**src/rtl/shift_swap_da.sv**
```systemverilog
module shift_swap_da #(
  parameter int WORD_W = 16
) (
  input  logic [2:0]        op_sel,
  input  logic              wide,
  input  logic [WORD_W-1:0] opnd,
  input  logic              cy_in,
  input  logic              ac_in,
  output logic [WORD_W-1:0] result,
  output logic              cy_out
);
  localparam int BYTE_W = WORD_W / 2;

  logic [BYTE_W-1:0] lo_b, hi_b;
  assign lo_b = opnd[BYTE_W-1:0];
  assign hi_b = opnd[WORD_W-1:BYTE_W];

  logic [BYTE_W:0] da_s1, da_s2;
  logic            da_c1, lo_fix, hi_fix;

  assign lo_fix = (lo_b[3:0] > 4'd9) || ac_in;
  assign da_s1  = {1'b0, lo_b} + (lo_fix ? (BYTE_W+1)'(6) : '0);
  assign da_c1  = da_s1[BYTE_W];
  assign hi_fix = (da_s1[7:4] > 4'd9) || cy_in || da_c1;
  assign da_s2  = {1'b0, da_s1[BYTE_W-1:0]} + (hi_fix ? (BYTE_W+1)'(8'h60) : '0);

  always_comb begin
    result = opnd;
    cy_out = cy_in;
    unique case (op_sel)
      3'd0: begin
        if (wide) begin
          result = {opnd[WORD_W-2:0], 1'b0};
          cy_out = opnd[WORD_W-1];
        end else begin
          result = {hi_b, lo_b[BYTE_W-2:0], 1'b0};
          cy_out = lo_b[BYTE_W-1];
        end
      end
      3'd1: begin
        cy_out = opnd[0];
        if (wide) result = {opnd[WORD_W-1], opnd[WORD_W-1:1]};
        else      result = {hi_b, lo_b[BYTE_W-1], lo_b[BYTE_W-1:1]};
      end
      3'd2: begin
        cy_out = opnd[0];
        if (wide) result = {1'b0, opnd[WORD_W-1:1]};
        else      result = {hi_b, 1'b0, lo_b[BYTE_W-1:1]};
      end
      3'd3: result = {hi_b, lo_b[3:0], lo_b[7:4]};
      3'd4: begin
        result = {hi_b, da_s2[BYTE_W-1:0]};
        cy_out = cy_in | da_c1 | da_s2[BYTE_W];
      end
      default: ;
    endcase
  end
endmodule

```
**config.mk**
```make
export PLATFORM = sky130hd
export DESIGN_NAME = shift_swap_da
export DESIGN_NICKNAME = d
export VERILOG_FILES = /design/src/rtl/shift_swap_da.sv
export SDC_FILE = /design/constraint.sdc
export NUM_CORES = 1
export LEC_CHECK = 0
export BUFFER_PORTS_ARGS = -buffer_cell sky130_fd_sc_hd__buf_2
export CORE_ASPECT_RATIO = 0.75
export CORE_UTILIZATION = 35
export DETAILED_ROUTE_END_ITERATION = 6
export GPL_ROUTABILITY_DRIVEN = 1
export PLACE_DENSITY = 0.65
export SYNTH_ARGS = -nofsm -noshare
export SYNTH_HDL_FRONTEND = slang
export SYNTH_SLANG_ARGS = --single-unit
```
**constraint.sdc**
```tcl
create_clock -name vclk -period 3.49
set_clock_uncertainty 0.15 [all_clocks]
set_input_delay 0.5235 -clock vclk [all_inputs]
set_output_delay 0.5235 -clock vclk [all_outputs]
set_load 0.05 [all_outputs]
```
After elaboration in Yosys (flattened, before gate mapping)
Index checks and enable logic that the tools add are counted.
- register bits: 0
- output and inout port bits: 17
- $add $sub $neg: 2
- order comparisons: 2
- equality and inequality tests: 4
- multiplexer cells: 8
- bitwise gates (word level): 2
- reduce and logical (&&, ||, !) cells: 5
- operators by type and width (operator ; number):
    one-hot mux 16 bit (5 select lines) ; 1
    2-to-1 mux 16 bit ; 2
    2-to-1 mux 15 bit ; 1
    adder 8 x 3 -> 9 bit ; 1
    adder 8 x 7 -> 9 bit ; 1
    > comparator 4 bit, second input constant ; 2
    2-to-1 mux 7 bit ; 1
    == test 3 x 2 -> 1 bit, second input constant ; 2
    == test 3 x 1 -> 1 bit, second input constant ; 1
    == test 3 bit, second input constant ; 1
    zero test 3 bit ; 1
    logical OR 1 bit ; 3
    2-to-1 mux 3 bit ; 1
    one-hot mux 1 bit (3 select lines) ; 1
    bitwise OR 1 bit ; 2
    OR reduction 2 bit ; 1
    2-to-1 mux 1 bit ; 1

Depth between registers and ports, before layout
Gate-level depths: netlist of the first run.
- depth after elaboration: 11
- gate-level depth with buffers: 13

Worst setup path before layout of the first run
OpenSTA, ideal clock, no wires.
- path type: in2out
- from: in opnd[3]
- to: out result[6]
- data arrival time: 3.520 ns
- slack: -0.703 ns
- stages: 12
- cells stage by stage: buf_6 > o21ai_0 > nand2b_1 > ha_1 > fa_1 > a311o_1 > a31oi_4 > o311ai_4 > ha_1 > ha_1 > o21ai_0 > a31oi_1
- longest elaborated chain between the ends: 10
- RTL lines (what ; line ; source):
    start, declared ; 6 ; input logic [WORD_W-1:0] opnd,
    > comparator 4 bit ; 21 ; assign lo_fix = (lo_b[3:0] > 4'd9) || ac_in;
    logical OR 1 bit ; 21 ;
    2-to-1 mux 3 bit ; 22 ; assign da_s1 = {1'b0, lo_b} + (lo_fix ? (BYTE_W+1)'(6) : '0);
    adder 8 x 3 -> 9 bit * ; 22 ;
    > comparator 4 bit ; 24 ; assign hi_fix = (da_s1[7:4] > 4'd9) || cy_in || da_c1;
    logical OR 1 bit (2 in series) ; 24 ;
    2-to-1 mux 7 bit ; 25 ; assign da_s2 = {1'b0, da_s1[BYTE_W-1:0]} + (hi_fix ? (BYTE_W+1)'(8'h60) : '0);
    adder 8 x 7 -> 9 bit * ; 25 ;
    one-hot mux 16 bit (5 select lines) * ; 30 ; unique case (op_sel)
    end, declared ; 9 ; output logic [WORD_W-1:0] result,
Mark *: on every way between the ends. The rest lies on a longest branch, timed or not.

Worst setup path after layout of the first run
- from: in opnd[2]
- to: out result[7]
Same word-level chain as after synthesis.

==> impl_results.md, run 1 <==
* Status: complete, but fails checks
* Failing checks: negative setup slack
* Max Freq at 267 MHz
* Post-Syn Area at 0.00112 mm^2
* Commonest cells in the netlist: nand2_1 (21), nor2_1 (19), a21oi_1 (15), o21ai_0 (15), a22oi_1 (10)
* Post-DP HPWL at 2.52 mm
* YS warnings at 0
* Met3 wire length at 169 um
* Post-route DRC at 0
* HP Class: in -> out
* Final non-filler cell total at 246
* Post-Syn Nets at 194
* FP Rows at 17
* Fin. Hold Viols at 0
* Detailed Route WL at 3.31 mm
* Slowest stage delay, CP at 390 ps
* Worst Hold Depth at 4
* CP arrival at 3070 ps
* Highest Signal Layer: met4
* Port Buffers at 39
* WHS at 1340 ps
* Core area at 0.00300 mm^2
* Final setup viols at 3
* Starting density of the core at 37.4%
* Final nets at 237
* Cell count after synthesis at 167
* Vias in the first global route at 1125
* Max-slew violations at 0
* DR vias/cell at 5.60
* # clk buffers at 0
* Critical path's slowest cell: fa_2
* Finished layout cell area at 0.00153 mm^2
* Max-slew headroom at 58.6%
* Crit path max-delay family: compound AO/OA/AOI/OAI gates
* Top cell type by total area after synthesis: nand2_1
* Sequential area share after synthesis at 0%
* Area grow syn2layout at 36.6%
* Worst setup EP type: output port
* ANT nets after route at 0
* Met1 wire length at 1.62 mm
* Top-area cell type share of the netlist area at 7.03%
* Global-route wire length before repair at 5.32 mm
* Max Cap Viol at 0
* Footprint of the multi-input gates at 0.00111 mm^2
* Number of I/O pins at 39
* Starting DRC count in detailed routing at 51
* Wire length per cell at 13.4 um
* Cell variety after synth at 46
* Largest vdd supply drop at 0.000107 V
* Leak Pwr at 0.000642 uW
* Placed cell area at 0.00145 mm^2
* Die span in x at 67.4 um
* Top cells by area, synth: nand2_1 (7.0%), a21oi_1 (6.7%), a22oi_1 (6.7%)
* RSZ-0062 raised after global routing: yes
* Die Y at 51.0 um
* Global route overflow at 0
* Cells along the critical path: buf_6, o21ai_2, nand2b_1, ha_2, fa_2, a311o_1, a31oi_4, o311ai_4, ha_2, ha_4, a21o_1, a211o_4, buf_6
* Worst-path fanout max at 3
* Fin worst setup slack at -255 ps
* Initial antenna violation count at 0
* WS Path Type: in -> out
* All-Layer GR Usage at 19.5%
* Tightest Pin Transition at 618 ps
* Vias at 1378
* DP Cell Count at 244
* Area of the die at 0.00344 mm^2
* Cts hold-fix bufs at 0
* Minimum clock period at 3750 ps
* Placer Congestion at 0.798
* Layout cells sized above 1 at 38.9%
* Data required, critical path at 2820 ps
* Fillers at 286
* WHS Endpoint: result[15]
* Drt first pass iters at 4
* HP Start: opnd[15]
* Post-place setup slack at -344 ps
* Register area at 0 um^2
* Fin crit share at 107%
* Pwr Density at 209 mW/mm^2
* Average cell area after synthesis at 6.71 um^2
* Buf/Inv on CP at 2
* CP startpoint kind: primary input
* Seq Cell Count at 0
* Largest net degree at the start of global routing at 22
* Met2 wire length at 1.50 mm
* Diode count at 0
* Count leader, synth: nand2_1
==> layout by cell type, fill, tap and decap left out, types with 2 or more instances in the layout <==
cell type and count:
o21ai_0 11, nor3_1 2, xnor2_1 3, mux2i_1 6, xor2_1 3, buf_6 6, a211oi_1 4, nand2b_1 7
a31oi_1 4, nor2_1 19, nor2b_1 4, buf_4 16, o21ai_2 3, nand2_1 21, a31oi_4 3, a21oi_1 14
nand3_1 3, o21ai_4 2, a22oi_1 10, buf_2 33, ha_2 2, a21o_1 2
==> kinds of logic (layout without fill, tap and decap cells) <==
family,after synthesis,count (layout),share of synthesized area (%)
AOI/OAI and AO/OA,67,67,44.2
buffers and inverters,17,58,10.5
xor gates and xnor gates,7,7,5.47
adders and majority gates,5,5,6.25
and+or+nand+nor,65,65,28.2
muxes,6,6,5.36
==> worst max-delay path by stage <==
stage	startpoint	to	slack (ps)	cells after the start
2_1_floorplan	opnd[3]	result[7]	-210	12
3_5_place_dp	opnd[2]	result[7]	-340	13
3_3_place_gp	opnd[2]	result[7]	-320	13
5_1_grt	opnd[2]	result[7]	-330	13
4_1_cts	opnd[2]	result[7]	-290	13
6_report	opnd[2]	result[7]	-260	13
==> cell type report <==
type	instances	share of cell area, %
inverters	2	0.490
multi-input cells	150	72.4
well taps	38	3.10
repair buffers	56	24.0
==> metrics by stage <==
stage	total power [uW]	util, %	setup TNS (ps)
after detailed placement	298	48.3	-1040
after global placement	297	48.3	-965
after global routing	343	51.1	-991
final	320	51.1	-641
after floorplan	228	-	-605
after CTS	317	50.7	-650
==> per-layer routing <==
layer  vias to the layer above  track usage (%)
li1                        699                -
met4                         0             1.77
met1                       633             30.3
met2                        44             30.3
met3                         2            0.446
met5                         -                0
==> power by group <==
part / internal (uW) / switching, uW / leakage, uW
clock: 0 / 0 / 0
sequential: 0 / 0 / 0
combinational: 118 / 202 / 0.000642
total: 118 / 202 / 0.000642
==> timing repair <==
| item | CTS | global route |
|---|---|---|
| endpoints found under the hold margin | 0 | 0 |
| pin swaps | 10 | 9 |
| setup buffers | 2 | 0 |
| resized for setup | 13 | 3 |
| endpoints found under the setup margin | 4 | 4 |
(Power assumes the default switching activity.)
==> inputs of run 2 (changes only) <==
--- a/config.mk
+++ b/config.mk
@@ -10,7 +10,7 @@
 export CORE_UTILIZATION = 35
 export DETAILED_ROUTE_END_ITERATION = 6
 export GPL_ROUTABILITY_DRIVEN = 1
-export PLACE_DENSITY = 0.65
+export PLACE_DENSITY = 0.71
 export SYNTH_ARGS = -nofsm -noshare
 export SYNTH_HDL_FRONTEND = slang
 export SYNTH_SLANG_ARGS = --single-unit
==> impl_results.md, run 2 (synthesis results as in run 1) <==
* Status: complete, but fails checks (unchanged)
* Failing checks: negative setup slack (unchanged)
* CP arrival at 3110 ps (was 3070 ps)
* Worst-path fanout max at 3 (unchanged)
* WS Path Type: in -> out (unchanged)
* Die span in x at 67.4 um (unchanged)
* Vias at 1391 (was 1378)
* Fillers at 310 (was 286)
* DR vias/cell at 5.63 (was 5.60)
* Wire length per cell at 13.6 um (was 13.4 um)
* Placer Congestion at 0.834 (was 0.798)
* Layout cells sized above 1 at 39.7% (was 38.9%)
* Post-place setup slack at -355 ps (was -344 ps)
* Minimum clock period at 3780 ps (was 3750 ps)
* Tightest Pin Transition at 585 ps (was 618 ps)
* Post-DP HPWL at 2.54 mm (was 2.52 mm)
* Die Y at 51.0 um (unchanged)
* # clk buffers at 0 (unchanged)
* Max-slew violations at 0 (unchanged)
* RSZ-0062 raised after global routing: yes (unchanged)
* Largest vdd supply drop at 0.0000845 V (was 0.000107 V)
* FP Rows at 17 (unchanged)
* Fin worst setup slack at -293 ps (was -255 ps)
* Area grow syn2layout at 39.5% (was 36.6%)
* Global route overflow at 0 (unchanged)
* Seq Cell Count at 0 (unchanged)
* Vias in the first global route at 1197 (was 1125)
* Largest net degree at the start of global routing at 22 (unchanged)
* HP Start: opnd[15] (unchanged)
* Footprint of the multi-input gates at 0.00113 mm^2 (was 0.00111 mm^2)
* Most common cell after layout, fill and taps aside: buf_2 (unchanged)
* Register area at 0 um^2 (unchanged)
* Fin. Hold Viols at 0 (unchanged)
* Max-slew headroom at 60.8% (was 58.6%)
* Diode count at 0 (unchanged)
* All-Layer GR Usage at 20.1% (was 19.5%)
* Port Buffers at 39 (unchanged)
* Worst setup EP type: output port (unchanged)
* Pwr Density at 210 mW/mm^2 (was 209 mW/mm^2)
* Crit. Startpoint: opnd[1] (was opnd[2])
* Max Cap Viol at 0 (unchanged)
* Post-route DRC at 0 (unchanged)
* Max Freq at 264 MHz (was 267 MHz)
* Data required, critical path at 2820 ps (about the same)
* Leak Pwr at 0.000658 uW (was 0.000642 uW)
* Setup Total Neg Slack at -695 ps (was -641 ps)
* CP startpoint kind: primary input (unchanged)
* Detailed Route WL at 3.36 mm (was 3.31 mm)
* Starting density of the core at 37.4% (unchanged)
* Fin crit share at 108% (was 107%)
* Drt first pass iters at 4 (unchanged)
* Tot Pwr at 328 uW (was 320 uW)
* Number of I/O pins at 39 (unchanged)
* Global-route wire length before repair at 5.49 mm (was 5.32 mm)
* Initial antenna violation count at 0 (unchanged)
* Area of the die at 0.00344 mm^2 (unchanged)
* Most frequent cells in the layout: buf_2 (33), nand2_1 (21), nor2_1 (19) (unchanged)
* Cts hold-fix bufs at 0 (unchanged)
* Starting DRC count in detailed routing at 72 (was 51)
* Final setup viols at 3 (unchanged)
* Core area at 0.00300 mm^2 (unchanged)
* HP Class: in -> out (unchanged)
* ANT nets after route at 0 (unchanged)
* Final nets at 238 (was 237)
## run 2: cell types whose count changed in the layout (fill, tap and decap cells not counted), sizes merged
cell | before | now
buf | 56 | 57
## run 2: path summary, 6_finish.rpt
path / endpoint / slack, ps / cells after the start
max: result[7] / -290 / 13
min: result[15] / 1340 / 4
## run 2: layout make-up
cell class	instances	share of cell area [%]
Multi-Input combinational cell	150	72.5
Tap cell	38	3.04
Timing Repair Buffer	57	24.0
Inverter	2	0.480
## run 2: what timing repair did
action / 4_1_cts / 5_1_grt
gates resized for setup: 16 / 3
setup endpoints to repair: 4 / 4
hold endpoints to repair: 0 / 0
pin swaps: 12 / 3
setup buffers: 2 / 2
## run 2: through the flow
step / instances / hold slack, ps / utilization, % / area (um^2)
after detailed placement: 243 / 1330 / 48.1 / 1440
after CTS: 245 / 1330 / 50.8 / 1520
after global routing: 247 / 1350 / 52.1 / 1560
final: 247 / 1340 / 52.1 / 1560
after global placement: 243 / 1320 / 48.1 / 1440
after floorplan: 167 / 1170 / - / 1210
## run 2: routing by layer
layer | share of wire [%] | track usage (%)
met1 | 50 | 30.4
met2 | 47 | 32.7
met3 | 3.6 | 0.223
met4 | 0 | 1.42
met5 | 0 | 0
## run 2: report_power, final
part / internal, uW / switching (uW)
sequential: 0 / 0
combinational: 123 / 205
clock: 0 / 0
## run 2: worst max-delay path, stage by stage
cell and delay [ps]:
buf_6 90, o21ai_2 120, nand2b_1 80, ha_2 190, fa_2 380, a311o_1 310, a31oi_4 210, o311ai_4 170
xor2_2 200, ha_4 200, a21o_1 160, a211o_4 320, buf_8 150
==> inputs of run 3 (changes only) <==
--- a/config.mk
+++ b/config.mk
@@ -6,11 +6,11 @@
 export NUM_CORES = 1
 export LEC_CHECK = 0
 export BUFFER_PORTS_ARGS = -buffer_cell sky130_fd_sc_hd__buf_2
+export CAP_MARGIN = 25
 export CORE_ASPECT_RATIO = 0.75
 export CORE_UTILIZATION = 35
 export DETAILED_ROUTE_END_ITERATION = 6
 export GPL_ROUTABILITY_DRIVEN = 1
-export PLACE_DENSITY = 0.71
 export SYNTH_ARGS = -nofsm -noshare
 export SYNTH_HDL_FRONTEND = slang
 export SYNTH_SLANG_ARGS = --single-unit
==> impl_results.md, run 3 (synthesis results as in run 1) <==
* Status: complete, but fails checks (unchanged)
* Failing checks: negative setup slack (unchanged)
* Max Cap Viol at 0 (unchanged)
* Vias in the first global route at 1300 (was 1197)
* DR vias/cell at 5.74 (was 5.63)
* Max Freq at 267 MHz (was 264 MHz)
* Final nets at 237 (was 238)
* Die Y at 51.0 um (unchanged)
* Cells along the critical path: buf_6, o21ai_2, nand2b_1, ha_2, fa_2, a311o_1, a31oi_4, o311ai_4, ha_2, ha_4, a21o_1, a211o_4, buf_6 (was buf_6, o21ai_2, nand2b_1, ha_2, fa_2, a311o_1, a31oi_4, o311ai_4, xor2_2, ha_4, a21o_1, a211o_4, buf_8)
* Die span in x at 67.4 um (unchanged)
* Fin. Hold Viols at 0 (unchanged)
* FP Rows at 17 (unchanged)
* Fin crit share at 107% (was 108%)
* Fin worst setup slack at -250 ps (was -293 ps)
* DP Cell Count at 242 (was 243)
* Starting DRC count in detailed routing at 53 (was 72)
* Initial antenna violation count at 0 (unchanged)
* Crit path max-delay family: compound AO/OA/AOI/OAI gates (unchanged)
* Fin util at 51.1% (was 52.1%)
* Worst setup EP type: output port (unchanged)
* Data required, critical path at 2820 ps (about the same)
* Tightest Pin Transition at 623 ps (was 585 ps)
* Placer Congestion at 0.758 (was 0.834)
* Area grow syn2layout at 36.7% (was 39.5%)
* Global-route wire length before repair at 5.89 mm (was 5.49 mm)
* Max-slew violations at 0 (unchanged)
* Largest net degree at the start of global routing at 30 (was 22)
* Final setup viols at 4 (was 3)
* Port Buffers at 39 (unchanged)
* # clk buffers at 0 (unchanged)
* WS Path Type: in -> out (unchanged)
* Leak Pwr at 0.000642 uW (was 0.000658 uW)
* WHS at 1320 ps (was 1340 ps)
* Diode count at 0 (unchanged)
* Wire length per cell at 14.4 um (was 13.6 um)
* Global route overflow at 0 (unchanged)
* Slowest stage delay, CP at 370 ps (was 380 ps)
* CP arrival at 3070 ps (was 3110 ps)
* Minimum clock period at 3740 ps (was 3780 ps)
* Final non-filler cell total at 246 (was 247)
* HP Class: in -> out (unchanged)
* Detailed Route WL at 3.54 mm (was 3.36 mm)
* Layout cells sized above 1 at 39.4% (was 39.7%)
* Drt first pass iters at 4 (unchanged)
* Seq Cell Count at 0 (unchanged)
* Max-slew headroom at 58.5% (was 60.8%)
* Buf/Inv on CP at 2 (unchanged)
* Number of I/O pins at 39 (unchanged)
* Vias at 1411 (was 1391)
* Core area at 0.00300 mm^2 (unchanged)
* Largest vdd supply drop at 0.0000945 V (was 0.0000845 V)
* Worst-path fanout max at 3 (unchanged)
* Post-DP HPWL at 2.59 mm (was 2.54 mm)
* Area of the die at 0.00344 mm^2 (unchanged)
* Pwr Density at 209 mW/mm^2 (was 210 mW/mm^2)
* Post-place setup slack at -351 ps (was -355 ps)
* ANT nets after route at 0 (unchanged)
* Register area at 0 um^2 (unchanged)
* All-Layer GR Usage at 21.5% (was 20.1%)
* Most frequent cells in the layout: buf_2 (33), nand2_1 (21), nor2_1 (19) (unchanged)
* Starting density of the core at 37.4% (unchanged)
* Post-route DRC at 0 (unchanged)
* CP startpoint kind: primary input (unchanged)
* RSZ-0062 raised after global routing: yes (unchanged)
* Critical path's slowest cell: fa_2 (unchanged)
* Most common cell after layout, fill and taps aside: buf_2 (unchanged)
==> run 3: cell types whose count changed in the layout (fill, tap and decap cells not counted) <==
cell / before / now
buf_4: 17 / 16
buf_6: 6 / 7
buf_8: 1 / 0
ha_2: 1 / 2
ha_4: 2 / 1
nand3_1: 3 / 2
nand3_2: 1 / 2
o21ai_2: 2 / 3
o21ai_4: 3 / 2
xnor2_1: 2 / 3
xnor2_2: 1 / 0
==> run 3: through the flow <==
stage | cell area, um^2 | total power (uW) | TNS, ps
global route | 1530 | 344 | -847
floorplan | 1210 | 228 | -605
detailed placement | 1430 | 298 | -1030
finish | 1530 | 320 | -594
global placement | 1430 | 293 | -919
CTS | 1510 | 314 | -621
==> run 3: layer usage <==
metal,track usage [%],routed length (um)
met3,0.446,101
met5,0,0
met2,35.8,1700
met1,31.5,1730
met4,1.42,0
==> run 3: path summary, 6_finish.rpt <==
| kind | slack (ps) | depth (start not counted) | end | startpoint |
|---|---|---|---|---|
| worst min-delay path | 1320 | 4 | result[15] | opnd[15] |
| worst max-delay path | -250 | 13 | result[7] | opnd[2] |
==> run 3: layout make-up <==
cell class | instances | area, um^2
inverters | 2 | 7.51
repair buffers | 56 | 364
fillers | 323 | 1470
multi-input cells | 150 | 1110
well taps | 38 | 47.5
==> run 3: what timing repair did <==
item / CTS / global route
gates resized for setup: 13 / 3
hold buffers: 0 / 0
pin swaps: 7 / 2
buffers inserted: 3 / 1
endpoints found under the setup margin: 4 / 4
==> run 3: power by group <==
group	internal, uW	total, uW	leakage [uW]	switching (uW)
clock network	0	0	0	0
logic	117	320	0.000642	204
registers	0	0	0	0
